$ cat src/rtl/dmacr_pkg.sv
package dmacr_pkg;
   localparam int unsigned RA_W = 10;
   localparam int unsigned DW   = 32;

   // register numbers; neighbouring software decodes these
   localparam logic [RA_W-1:0] A_CFG   = 10'h180;
   localparam logic [RA_W-1:0] A_ESR   = 10'h181;
   localparam logic [RA_W-1:0] A_IEN   = 10'h182;
   localparam logic [RA_W-1:0] A_TXSET = 10'h184;
   localparam logic [RA_W-1:0] A_TXRST = 10'h185;
   localparam logic [RA_W-1:0] A_TXEOB = 10'h186;
   localparam logic [RA_W-1:0] A_TXDER = 10'h187;
   localparam logic [RA_W-1:0] A_RXSET = 10'h190;
   localparam logic [RA_W-1:0] A_RXRST = 10'h191;
   localparam logic [RA_W-1:0] A_RXEOB = 10'h192;
   localparam logic [RA_W-1:0] A_RXDER = 10'h193;
   localparam logic [RA_W-1:0] A_TXPTR = 10'h1A0;
   localparam logic [RA_W-1:0] A_RXPTR = 10'h1C0;
   localparam logic [RA_W-1:0] A_RXBSZ = 10'h1E0;

   localparam logic [DW-1:0] CFG_RST = 32'h0007_C000;
   localparam logic [DW-1:0] M_CFG   = 32'h00FF_C087;
   localparam logic [DW-1:0] M_IEN   = 32'h0000_001F;
   localparam logic [DW-1:0] M_TXACT = 32'hF000_0000;
   localparam logic [DW-1:0] M_RXACT = 32'hC000_0000;
   localparam logic [DW-1:0] M_BSZ   = 32'h0000_00FF;
   localparam logic [DW-1:0] M_PTR   = 32'hFFFF_FFFF;

   // interrupt source positions in the enable word
   typedef enum logic [2:0] {
      IRQ_ESR   = 3'd0,
      IRQ_TXEOB = 3'd1,
      IRQ_RXEOB = 3'd2,
      IRQ_TXDER = 3'd3,
      IRQ_RXDER = 3'd4
   } irq_src_e;
   localparam int unsigned N_IRQ = 5;
endpackage

$ cat src/rtl/dmacr_w1c_reg.sv
// Sticky status word: events set bits, written ones clear them, events win.
module dmacr_w1c_reg #(
   parameter int unsigned W = 32
) (
   input  logic         clk,
   input  logic         rst_n,
   input  logic         soft_clr,
   input  logic         clr_en,
   input  logic [W-1:0] clr_mask,
   input  logic [W-1:0] set_mask,
   output logic [W-1:0] q
);
   logic [W-1:0] kept;

   always_comb begin
      kept = soft_clr ? '0 : q;
      if (clr_en) kept = kept & ~clr_mask;
   end

   always_ff @(posedge clk or negedge rst_n) begin
      if (!rst_n) q <= '0;
      else        q <= kept | set_mask;
   end
endmodule

$ cat src/rtl/dmacr_evt_spread.sv
// Places channel i's pulse at bit (W-1-i) of a status-sized word.
module dmacr_evt_spread #(
   parameter int unsigned N = 4,
   parameter int unsigned W = 32
) (
   input  logic [N-1:0] evt,
   output logic [W-1:0] vec
);
   for (genvar i = 0; i < W; i++) begin : g_bit
      if (i < N) begin : g_used
         assign vec[W-1-i] = evt[i];
      end else begin : g_zero
         assign vec[W-1-i] = 1'b0;
      end
   end
endmodule

$ cat src/rtl/dmacr_win.sv
// Window of N per-channel registers at BASE .. BASE+N-1.
module dmacr_win #(
   parameter int unsigned N     = 4,
   parameter int unsigned RA_W  = 10,
   parameter int unsigned W     = 32,
   parameter logic [RA_W-1:0] BASE = '0,
   parameter logic [W-1:0]    MASK = '1
) (
   input  logic            clk,
   input  logic            rst_n,
   input  logic [RA_W-1:0] addr,
   input  logic            wr,
   input  logic [W-1:0]    wdata,
   output logic [W-1:0]    rd_val
);
   logic [W-1:0] slot_q [N];

   for (genvar i = 0; i < N; i++) begin : g_slot
      localparam logic [RA_W-1:0] SLOT_A = BASE + RA_W'(i);
      always_ff @(posedge clk or negedge rst_n) begin
         if (!rst_n)                    slot_q[i] <= '0;
         else if (wr && addr == SLOT_A) slot_q[i] <= wdata & MASK;
      end
   end

   always_comb begin
      rd_val = '0;
      for (int i = 0; i < N; i++) begin
         if (addr == BASE + RA_W'(i)) rd_val = slot_q[i];
      end
   end
endmodule

$ cat src/rtl/dmacr_regbank.sv
module dmacr_regbank
   import dmacr_pkg::*;
#(
   parameter int unsigned TX_CH = 4,
   parameter int unsigned RX_CH = 2
) (
   input  logic             clk,
   input  logic             rst_n,
   input  logic [RA_W-1:0]  reg_addr,
   input  logic             reg_wr,
   input  logic [DW-1:0]    reg_wdata,
   input  logic             reg_rd,
   output logic [DW-1:0]    reg_rdata,
   input  logic [TX_CH-1:0] tx_eob_evt,
   input  logic [TX_CH-1:0] tx_derr_evt,
   input  logic [RX_CH-1:0] rx_eob_evt,
   input  logic [RX_CH-1:0] rx_derr_evt,
   input  logic [DW-1:0]    err_evt,
   output logic             irq
);
   localparam int unsigned MAX_CH = 32;

   // channel counts bounded at elaboration
   if (TX_CH < 1 || TX_CH > MAX_CH) begin : g_bad_tx
      $error("dmacr_regbank: TX_CH must be 1..32");
   end
   if (RX_CH < 1 || RX_CH > MAX_CH) begin : g_bad_rx
      $error("dmacr_regbank: RX_CH must be 1..32");
   end

   logic soft_rst;
   assign soft_rst = reg_wr && reg_addr == A_CFG && reg_wdata[DW-1];

   // plain masked registers
   logic [DW-1:0] cfg_q, ier_q, txset_q, txrst_q, rxset_q, rxrst_q;

   always_ff @(posedge clk or negedge rst_n) begin
      if (!rst_n) begin
         cfg_q   <= CFG_RST;
         ier_q   <= '0;
         txset_q <= '0;
         txrst_q <= '0;
         rxset_q <= '0;
         rxrst_q <= '0;
      end else begin
         if (soft_rst) begin
            ier_q   <= '0;
            txset_q <= '0;
            txrst_q <= '0;
            rxset_q <= '0;
            rxrst_q <= '0;
         end
         if (reg_wr) begin
            unique case (reg_addr)
               A_CFG:   cfg_q   <= reg_wdata & M_CFG;
               A_IEN:   ier_q   <= reg_wdata & M_IEN;
               A_TXSET: txset_q <= reg_wdata & M_TXACT;
               A_TXRST: txrst_q <= reg_wdata & M_TXACT;
               A_RXSET: rxset_q <= reg_wdata & M_RXACT;
               A_RXRST: rxrst_q <= reg_wdata & M_RXACT;
               default: ;
            endcase
         end
      end
   end

   // sticky status words
   logic [DW-1:0] txeob_set, txder_set, rxeob_set, rxder_set;
   logic [DW-1:0] esr_q, txeob_q, txder_q, rxeob_q, rxder_q;

   dmacr_evt_spread #(.N(TX_CH), .W(DW)) u_sp_txeob (.evt(tx_eob_evt),  .vec(txeob_set));
   dmacr_evt_spread #(.N(TX_CH), .W(DW)) u_sp_txder (.evt(tx_derr_evt), .vec(txder_set));
   dmacr_evt_spread #(.N(RX_CH), .W(DW)) u_sp_rxeob (.evt(rx_eob_evt),  .vec(rxeob_set));
   dmacr_evt_spread #(.N(RX_CH), .W(DW)) u_sp_rxder (.evt(rx_derr_evt), .vec(rxder_set));

   dmacr_w1c_reg #(.W(DW)) u_esr (.clk(clk), .rst_n(rst_n), .soft_clr(soft_rst),
      .clr_en(reg_wr && reg_addr == A_ESR), .clr_mask(reg_wdata), .set_mask(err_evt), .q(esr_q));
   dmacr_w1c_reg #(.W(DW)) u_txeob (.clk(clk), .rst_n(rst_n), .soft_clr(soft_rst),
      .clr_en(reg_wr && reg_addr == A_TXEOB), .clr_mask(reg_wdata), .set_mask(txeob_set), .q(txeob_q));
   dmacr_w1c_reg #(.W(DW)) u_txder (.clk(clk), .rst_n(rst_n), .soft_clr(soft_rst),
      .clr_en(reg_wr && reg_addr == A_TXDER), .clr_mask(reg_wdata), .set_mask(txder_set), .q(txder_q));
   dmacr_w1c_reg #(.W(DW)) u_rxeob (.clk(clk), .rst_n(rst_n), .soft_clr(soft_rst),
      .clr_en(reg_wr && reg_addr == A_RXEOB), .clr_mask(reg_wdata), .set_mask(rxeob_set), .q(rxeob_q));
   dmacr_w1c_reg #(.W(DW)) u_rxder (.clk(clk), .rst_n(rst_n), .soft_clr(soft_rst),
      .clr_en(reg_wr && reg_addr == A_RXDER), .clr_mask(reg_wdata), .set_mask(rxder_set), .q(rxder_q));

   // per-channel windows (untouched by soft reset)
   logic [DW-1:0] txptr_rd, rxptr_rd, rxbsz_rd;

   dmacr_win #(.N(TX_CH), .RA_W(RA_W), .W(DW), .BASE(A_TXPTR), .MASK(M_PTR)) u_txptr (
      .clk(clk), .rst_n(rst_n), .addr(reg_addr), .wr(reg_wr), .wdata(reg_wdata), .rd_val(txptr_rd));
   dmacr_win #(.N(RX_CH), .RA_W(RA_W), .W(DW), .BASE(A_RXPTR), .MASK(M_PTR)) u_rxptr (
      .clk(clk), .rst_n(rst_n), .addr(reg_addr), .wr(reg_wr), .wdata(reg_wdata), .rd_val(rxptr_rd));
   dmacr_win #(.N(RX_CH), .RA_W(RA_W), .W(DW), .BASE(A_RXBSZ), .MASK(M_BSZ)) u_rxbsz (
      .clk(clk), .rst_n(rst_n), .addr(reg_addr), .wr(reg_wr), .wdata(reg_wdata), .rd_val(rxbsz_rd));

   // read path
   logic [DW-1:0] fixed_rd;

   always_comb begin
      unique case (reg_addr)
         A_CFG:   fixed_rd = cfg_q;
         A_ESR:   fixed_rd = esr_q;
         A_IEN:   fixed_rd = ier_q;
         A_TXSET: fixed_rd = txset_q;
         A_TXRST: fixed_rd = txrst_q;
         A_TXEOB: fixed_rd = txeob_q;
         A_TXDER: fixed_rd = txder_q;
         A_RXSET: fixed_rd = rxset_q;
         A_RXRST: fixed_rd = rxrst_q;
         A_RXEOB: fixed_rd = rxeob_q;
         A_RXDER: fixed_rd = rxder_q;
         default: fixed_rd = '0;
      endcase
   end

   always_ff @(posedge clk or negedge rst_n) begin
      if (!rst_n)      reg_rdata <= '0;
      else if (reg_rd) reg_rdata <= fixed_rd | txptr_rd | rxptr_rd | rxbsz_rd;
   end

   // interrupt combine
   logic [N_IRQ-1:0] src_nz;
   assign src_nz[IRQ_ESR]   = |esr_q;
   assign src_nz[IRQ_TXEOB] = |txeob_q;
   assign src_nz[IRQ_RXEOB] = |rxeob_q;
   assign src_nz[IRQ_TXDER] = |txder_q;
   assign src_nz[IRQ_RXDER] = |rxder_q;
   assign irq = |(src_nz & ier_q[N_IRQ-1:0]);
endmodule

$ cat config.mk
export PLATFORM = sky130hd
export DESIGN_NAME = dmacr_regbank
export DESIGN_NICKNAME = d
export VERILOG_FILES = /design/src/rtl/dmacr_pkg.sv /design/src/rtl/dmacr_w1c_reg.sv /design/src/rtl/dmacr_evt_spread.sv /design/src/rtl/dmacr_win.sv /design/src/rtl/dmacr_regbank.sv
export SDC_FILE = /design/constraint.sdc
export NUM_CORES = 1
export LEC_CHECK = 0
export BUFFER_PORTS_ARGS = -buffer_cell sky130_fd_sc_hd__buf_2
export CAP_MARGIN = 20
export CORE_MARGIN = 5
export CORE_UTILIZATION = 65
export DETAILED_ROUTE_END_ITERATION = 10
export MAX_ROUTING_LAYER = met4
export PLACE_DENSITY = 0.82
export SLEW_MARGIN = 20
export SYNTH_ARGS = -nofsm -noshare
export SYNTH_HDL_FRONTEND = slang
export SYNTH_HIERARCHICAL = 1
export SYNTH_SLANG_ARGS = --single-unit
$ cat constraint.sdc
create_clock -name clk -period 4.5 [get_ports clk]
set_input_delay 0.9 -clock clk [delete_from_list [all_inputs] [get_ports clk]]
set_output_delay 0.9 -clock clk [all_outputs]
set_load 0.05 [all_outputs]
==> flow_metrics.env, run 1 <==
export IMPL_outcome="finished clean"
export IMPL_synthArstFlopShare_pct=100
export IMPL_cts_resized=0
export IMPL_grt_overflow_total=0
export IMPL_cts_root_buf="clkbuf_16"
export IMPL_first_pass_iters=6
export IMPL_cellPowerDensity_nw_per_um2=362
export IMPL_r2r_slack_ns=1.74
export IMPL_ys_warn_count=6
export IMPL_die_area_um2=47400
export IMPL_wl_mm=86.1
export IMPL_critPathBufInv=1
export IMPL_area_growth_pct=9.13
export IMPL_routed_via_density=6.65
export IMPL_path_cells="nor4_1 > nand4_1 > o21ai_0 > and3_1 > nand3_1 > buf_2"
export IMPL_yosys_register_bits=574
export IMPL_grt_use_total_pct=37.4
export IMPL_start_util_pct=65.3
export IMPL_end_kind="output port"
export IMPL_finalHoldViolations=0
export IMPL_cpPeakStageDelay_ns=0.48
export IMPL_place_gp_congestion=0.998
export IMPL_drc=0
export IMPL_required_ns=3.60
export IMPL_io_pins=123
export IMPL_drt_first_iter_violations=2843
export IMPL_startpoint_type="flip-flop"
export IMPL_grt_max_degree=99
export IMPL_rsz0062_at_grt="no"
export IMPL_wl_per_cell_um=28.4
export IMPL_postSynthAreaPerCell_um2=12.3
export IMPL_cts_hold_buffers=0
export IMPL_clkTransAtPathRegs_ns=0.06
export IMPL_cts_tree="yes"
export IMPL_ys_seq_area_share_pct=51.3
export IMPL_die_w_um=218
export IMPL_clock_fmax_mhz=266
export IMPL_grt_pass1_wl_mm=130
export IMPL_worst_pin_slew_ns=1.04
export IMPL_htreeDepth=2
export IMPL_netlist_instances=2286
export IMPL_clk_latency_ns=0.63
export IMPL_critical_path_top_delay_family="simple AND/OR/NAND/NOR gates"
export IMPL_synthFlopType="dfrtp_1"
export IMPL_final_common_cell="dfrtp_1"
export IMPL_final_cell_mix="dfrtp_1, nand2_1, a31o_1"
export IMPL_critPathKind="flip-flop to output port"
export IMPL_cts_buffers=58
export IMPL_clockBufferDepth=3
export IMPL_dp_cells=2916
export IMPL_drv_cap=0
export IMPL_cellLeakagePower_nw=14.0
export IMPL_cts_setup_buffers=0
export IMPL_synth_edf_count=0
export IMPL_arrival_ns=2.86
export IMPL_setup_viol=0
export IMPL_ant_nets=0
export IMPL_report_final_slew_viol_count=0
export IMPL_io_buffers=122
export IMPL_final_cell_count_no_fill=3027
export IMPL_hp_class="input pin to async pin"
export IMPL_grt_antenna_before_repair=2
export IMPL_post_dp_hpwl_mm=57.8
export IMPL_via_count=20141
export IMPL_peakVddDrop_v=0.000286
export IMPL_tns_ns=0
export IMPL_critPathMaxFanout=3
export IMPL_cts_sinks=574
export IMPL_synthesis_area_um2=28000
export IMPL_yosysUniqueCellTypes=72
export IMPL_grt_pass1_vias=20570
export IMPL_min_period_ns=3.76
export IMPL_drive_above_1_share_pct=25.7
export IMPL_fin_skew_ns=0.0158
export IMPL_cp_slowest_cell="nor4_1"
export IMPL_fp_dieH_um=218
export IMPL_rows=76
export IMPL_coreArea_um2=42900
export IMPL_nNetsFinal=2482
export IMPL_slew_limit_headroom_pct=30.8
export IMPL_period_share_pct=83.6
[worst paths after layout]
| path | from | endpoint | cells after the start |
|---|---|---|---|
| setup / recovery | u_txder/q[30]$_DFF_PN0_ | irq | 6 |
| hold / removal | rst_n | u_txder/q[28]$_DFF_PN0_ | 1 |
| setup reg to reg | u_txptr/slot_q[0]$_DFFE_PN0P_ | reg_rdata[0]$_DFFE_PN0P_ | 6 |
| hold reg to reg | cfg_q[15]$_DFFE_PN1N_ | cfg_q[15]$_DFFE_PN1N_ | 2 |
| max in group asynchronous | rst_n | cfg_q[17]$_DFFE_PN1N_ | 3 |
| min in group clk | cfg_q[15]$_DFFE_PN1N_ | cfg_q[15]$_DFFE_PN1N_ | 2 |
[report_power, final]
part / internal, W / leakage (nW) / switching, W
combinational: 0.000223 / 5.90 / 0.000553
clock: 0.00291 / 0.983 / 0.00211
sequential: 0.00522 / 7.08 / 0.0000463
[routing by layer]
| layer | global-route usage (%) | share of wire (%) | up-vias |
|---|---|---|---|
| met3 | 8.68 | 11 | 263 |
| met2 | 53.7 | 45 | 1265 |
| met5 | - | 0 | - |
| li1 | - | - | 8279 |
| met4 | 15.2 | 4.7 | 0 |
| met1 | 52.2 | 40 | 10334 |
[per-stage QoR]
step           power [W]  utilization, %  area (um^2)  setup WS (ns)  hold slack, ns
4_1_cts           0.0111            71.2        30600          0.810           0.261
5_1_grt           0.0114            71.3        30600          0.715           0.284
2_1_floorplan    0.00580               -        28500          0.957           0.433
3_5_place_dp     0.00611            66.6        28600          0.553           0.445
3_3_place_gp     0.00610            66.6        28600          0.546           0.440
6_report          0.0111            71.3        30600          0.738           0.241
[registers in the layout, summed over array words and instances (netlist names)]
| name | flops |
|---|---|
| txrst_q | 32 |
| reg_rdata | 32 |
| u_txptr/slot_q | 128 |
| u_rxder/q | 32 |
| u_rxbsz/slot_q | 16 |
| cfg_q | 14 |
| u_esr/q | 32 |
| rxset_q | 32 |
| txset_q | 32 |
| ier_q | 32 |
| u_txder/q | 32 |
| u_rxeob/q | 32 |
| u_rxptr/slot_q | 64 |
| rxrst_q | 32 |
| u_txeob/q | 32 |
[cells in the mapped netlist (40+ instances only)]
master / n / area (um^2)
a22oi_1: 42 / 315
a31o_1: 150 / 1310
and2_1: 93 / 582
and3_1: 98 / 613
buf_2: 48 / 240
buf_4: 162 / 1220
clkbuf_1: 44 / 165
dfrtp_1: 569 / 14200
mux2_2: 96 / 1080
mux2_4: 120 / 1800
mux2i_1: 85 / 851
mux4_2: 45 / 1010
nand2_1: 266 / 998
nor2_1: 81 / 304
nor4_1: 40 / 250
[logic make-up after synthesis]
group	share of synthesized area, %
AO/OA/AOI/OAI	10.3
buffers and inverters	7.46
AND/OR/NAND/NOR	13.8
flip-flops	51.3
other	0.0670
multiplexers	17.1
[area by class of cell]
cell class	count	area [um^2]
Antenna cell	2	5.00
Inverter	9	33.8
Fill cell	2914	12300
Multi-Input combinational cell	1544	12100
Tap cell	585	732
Clock inverter	30	337
Timing Repair Buffer	205	1360
Clock buffer	78	1650
Sequential cell	574	14400
(Power assumes the default switching activity.)
==> inputs of run 2 (changes only) <==
ABC_AREA = 1   (was unset)
CORE_UTILIZATION = 56   (was 65)
PLACE_DENSITY = 0.75   (was 0.82)
clock period = 3.25 ns   (was 4.5 ns; I/O delays follow)
==> run 2 against run 1 <==
Against the previous run:
- first-iteration DRC count increased by 26%
- sequential power grew 39%
- clock-buffer cell count rose by 6
- critical endpoint unchanged
- worst setup slack got worse by 0.71 ns
- critical path depth increased by 1
- worst hold slack got worse by 0.036 ns
- clock power increased by 47%
- highest routed layer unchanged
- power is 42% higher
- design area is 4.7% higher
- synthesized area increased by 4.9%
- wire length increased by 6.2%
==> flow_metrics.env, run 2 <==
export IMPL_cts_tree="yes"
export IMPL_setup_viol=0
export IMPL_drt_first_iter_violations=3576
export IMPL_netlist_instances=3853
export IMPL_synthesis_area_um2=29400
export IMPL_critical_path_top_delay_family="simple AND/OR/NAND/NOR gates"
export IMPL_via_count=26421
export IMPL_die_w_um=239
export IMPL_arrival_ns=2.57
export IMPL_routed_via_density=5.72
export IMPL_post_dp_hpwl_mm=58.9
export IMPL_ant_nets=0
export IMPL_wl_per_cell_um=19.8
export IMPL_synthFlopType="dfrtp_1"
export IMPL_period_share_pct=99.2
export IMPL_drv_cap=0
export IMPL_clock_fmax_mhz=310
export IMPL_clk_latency_ns=0.63
export IMPL_final_cell_mix="nand2_1, nand3_1, dfrtp_1"
export IMPL_yosysUniqueCellTypes=35
export IMPL_slew_limit_headroom_pct=27.6
export IMPL_clockBufferDepth=3
export IMPL_cp_slowest_cell="nor4_1"
export IMPL_fill_cells=4564
export IMPL_coreArea_um2=52200
export IMPL_required_ns=2.60
export IMPL_yosys_register_bits=574
export IMPL_cpPeakStageDelay_ns=0.55
export IMPL_grt_pass1_wl_mm=142
export IMPL_critPathBufInv=1
export IMPL_critPathKind="flip-flop to output port"
export IMPL_synth_top_cell_by_area="dfrtp_1"
export IMPL_ys_seq_area_share_pct=48.9
export IMPL_cts_root_buf="clkbuf_16"
export IMPL_regMostFlops="u_txptr/slot_q"
export IMPL_grt_use_total_pct=32.5
export IMPL_report_final_slew_viol_count=0
export IMPL_cts_sinks=574
export IMPL_synth_common_cells="nand2_1, nand3_1, dfrtp_1"
export IMPL_antenna_cells=0
export IMPL_start_util_pct=56.2
export IMPL_nNetsFinal=3973
export IMPL_clkTransAtPathRegs_ns=0.06
export IMPL_synth_edf_count=0
export IMPL_crit_top_cell="nand2_1"
export IMPL_r2r_start="u_txder/q[16]$_DFF_PN0_"
export IMPL_largest_reg_flops=128
export IMPL_place_gp_congestion=0.976
export IMPL_crit_start="u_txder/q[28]$_DFF_PN0_"
export IMPL_cts_resized=0
export IMPL_htreeDepth=2
export IMPL_die_area_um2=57100
export IMPL_drive_above_1_share_pct=9.31
export IMPL_top_regs="u_txptr/slot_q: 128 flops, u_rxptr/slot_q: 64 flops"
export IMPL_setup_ws_ns=0.0259
export IMPL_end_kind="output port"
export IMPL_critPathMaxFanout=3
export IMPL_fp_dieH_um=239
export IMPL_peakVddDrop_v=0.000412
export IMPL_synthArstFlopShare_pct=100
export IMPL_finalHoldViolations=0
export IMPL_fin_skew_ns=0.0126
export IMPL_cellLeakagePower_nw=16.1
export IMPL_drc=0
export IMPL_hp_class="input pin to flip-flop"
export IMPL_postSynthAreaPerCell_um2=7.62
export IMPL_cellPowerDensity_nw_per_um2=490
export IMPL_holdCritStartpoint="tx_derr_evt[3]"
export IMPL_grt_antenna_before_repair=0
export IMPL_cts_setup_buffers=0
export IMPL_path_cells="nor4_1 > nand2_1 > o21ai_0 > nand2_1 > nor2_1 > nand2_1 > buf_2"
export IMPL_worst_pin_slew_ns=1.08
export IMPL_synth_top_area_share_pct=48.5
export IMPL_dpl_worst_slack_ns=0.211
export IMPL_io_buffers=122
export IMPL_cts_buffers=61
export IMPL_final_common_cell="nand2_1"
export IMPL_io_pins=123
export IMPL_first_pass_iters=6
export IMPL_rsz0062_at_grt="no"
export IMPL_area_growth_pct=9.02
export IMPL_grt_pass1_vias=24713
export IMPL_yosys_cell_count_top_type="nand2_1"
export IMPL_startpoint_type="flip-flop"
export IMPL_tns_ns=0
export IMPL_rows=84
export IMPL_grt_max_degree=97
export IMPL_synth_area_top_cells="dfrtp_1, nand2_1, nand3_1"
export IMPL_ys_warn_count=6
export IMPL_outcome="finished clean"
export IMPL_min_period_ns=3.22
export IMPL_grt_overflow_total=0
export IMPL_wl_mm=91.5
[run 2: cell type report]
cell class | count | area, um^2 | area share (%)
sequential | 574 | 14400 | 44.9
tap | 688 | 861 | 2.69
clock buffer | 84 | 1680 | 5.25
timing repair buffer | 205 | 1460 | 4.56
clock inverter | 27 | 420 | 1.31
multi-input combinational | 2738 | 12100 | 37.7
inverter | 303 | 1140 | 3.56
[run 2: cell families (layout without fill, tap and decap cells)]
| family | Yosys count | in the layout | share of synthesized area [%] |
|---|---|---|---|
| simple gates | 2455 | 2455 | 36.6 |
| flops | 574 | 574 | 48.9 |
| other cells | 5 | 140 | 0.0639 |
| buf+inv | 676 | 619 | 11.9 |
| compound gates | 143 | 143 | 2.54 |
[run 2: where the power goes]
part / internal (W) / switching [W] / total [W] / leakage, nW
Sequential: 0.00724 / 0.0000567 / 0.00730 / 6.96
Combinational: 0.000198 / 0.000801 / 0.000998 / 8.09
Clock: 0.00447 / 0.00294 / 0.00740 / 1.02
Total: 0.0119 / 0.00379 / 0.0157 / 16.1
[run 2: layer usage]
layer	wire length, um	part of all wire [%]	up-vias	track usage, %
li1	-	-	12115	-
met1	36900	40	12607	44.9
met2	40800	45	1465	48.5
met3	10200	11	234	6.86
met4	3600	3.9	0	11.3
met5	0	0	-	-
[run 2: per-stage QoR]
stage / area [um^2] / power, W / utilization (%) / hold WS, ns / instances
2_1_floorplan: 29900 / 0.00800 / - / 0.354 / 3988
3_3_place_gp: 29900 / 0.00840 / 57.3 / 0.449 / 4507
3_5_place_dp: 29900 / 0.00841 / 57.3 / 0.456 / 4507
4_1_cts: 32000 / 0.0158 / 61.3 / 0.178 / 4619
5_1_grt: 32000 / 0.0161 / 61.3 / 0.193 / 4619
6_report: 32000 / 0.0157 / 61.3 / 0.206 / 4619
[run 2: final timing paths]
path,endpoint,slack [ns],cells past startpoint
min reg2reg,cfg_q[16]$_DFFE_PN1N_,0.46,2
max in group asynchronous,cfg_q[18]$_DFFE_PN1N_,1.78,3
max reg2reg,reg_rdata[16]$_DFFE_PN0P_,1.73,6
min,u_txder/q[28]$_DFF_PN0_,0.21,3
max,irq,0.03,7
min in group asynchronous,u_rxptr/slot_q[6]$_DFFE_PN0P_,0.58,2
[run 2: tightest hold or removal path, stage by stage]
cell,delay [ns]
buf_2,0.07
inv_1,0.03
nand2_1,0.05
[run 2: timing repair]
action                                 4_1_cts  5_1_grt
endpoints found under the hold margin       45        0
setup endpoints to repair                    0        0
hold buffers                                 1        0
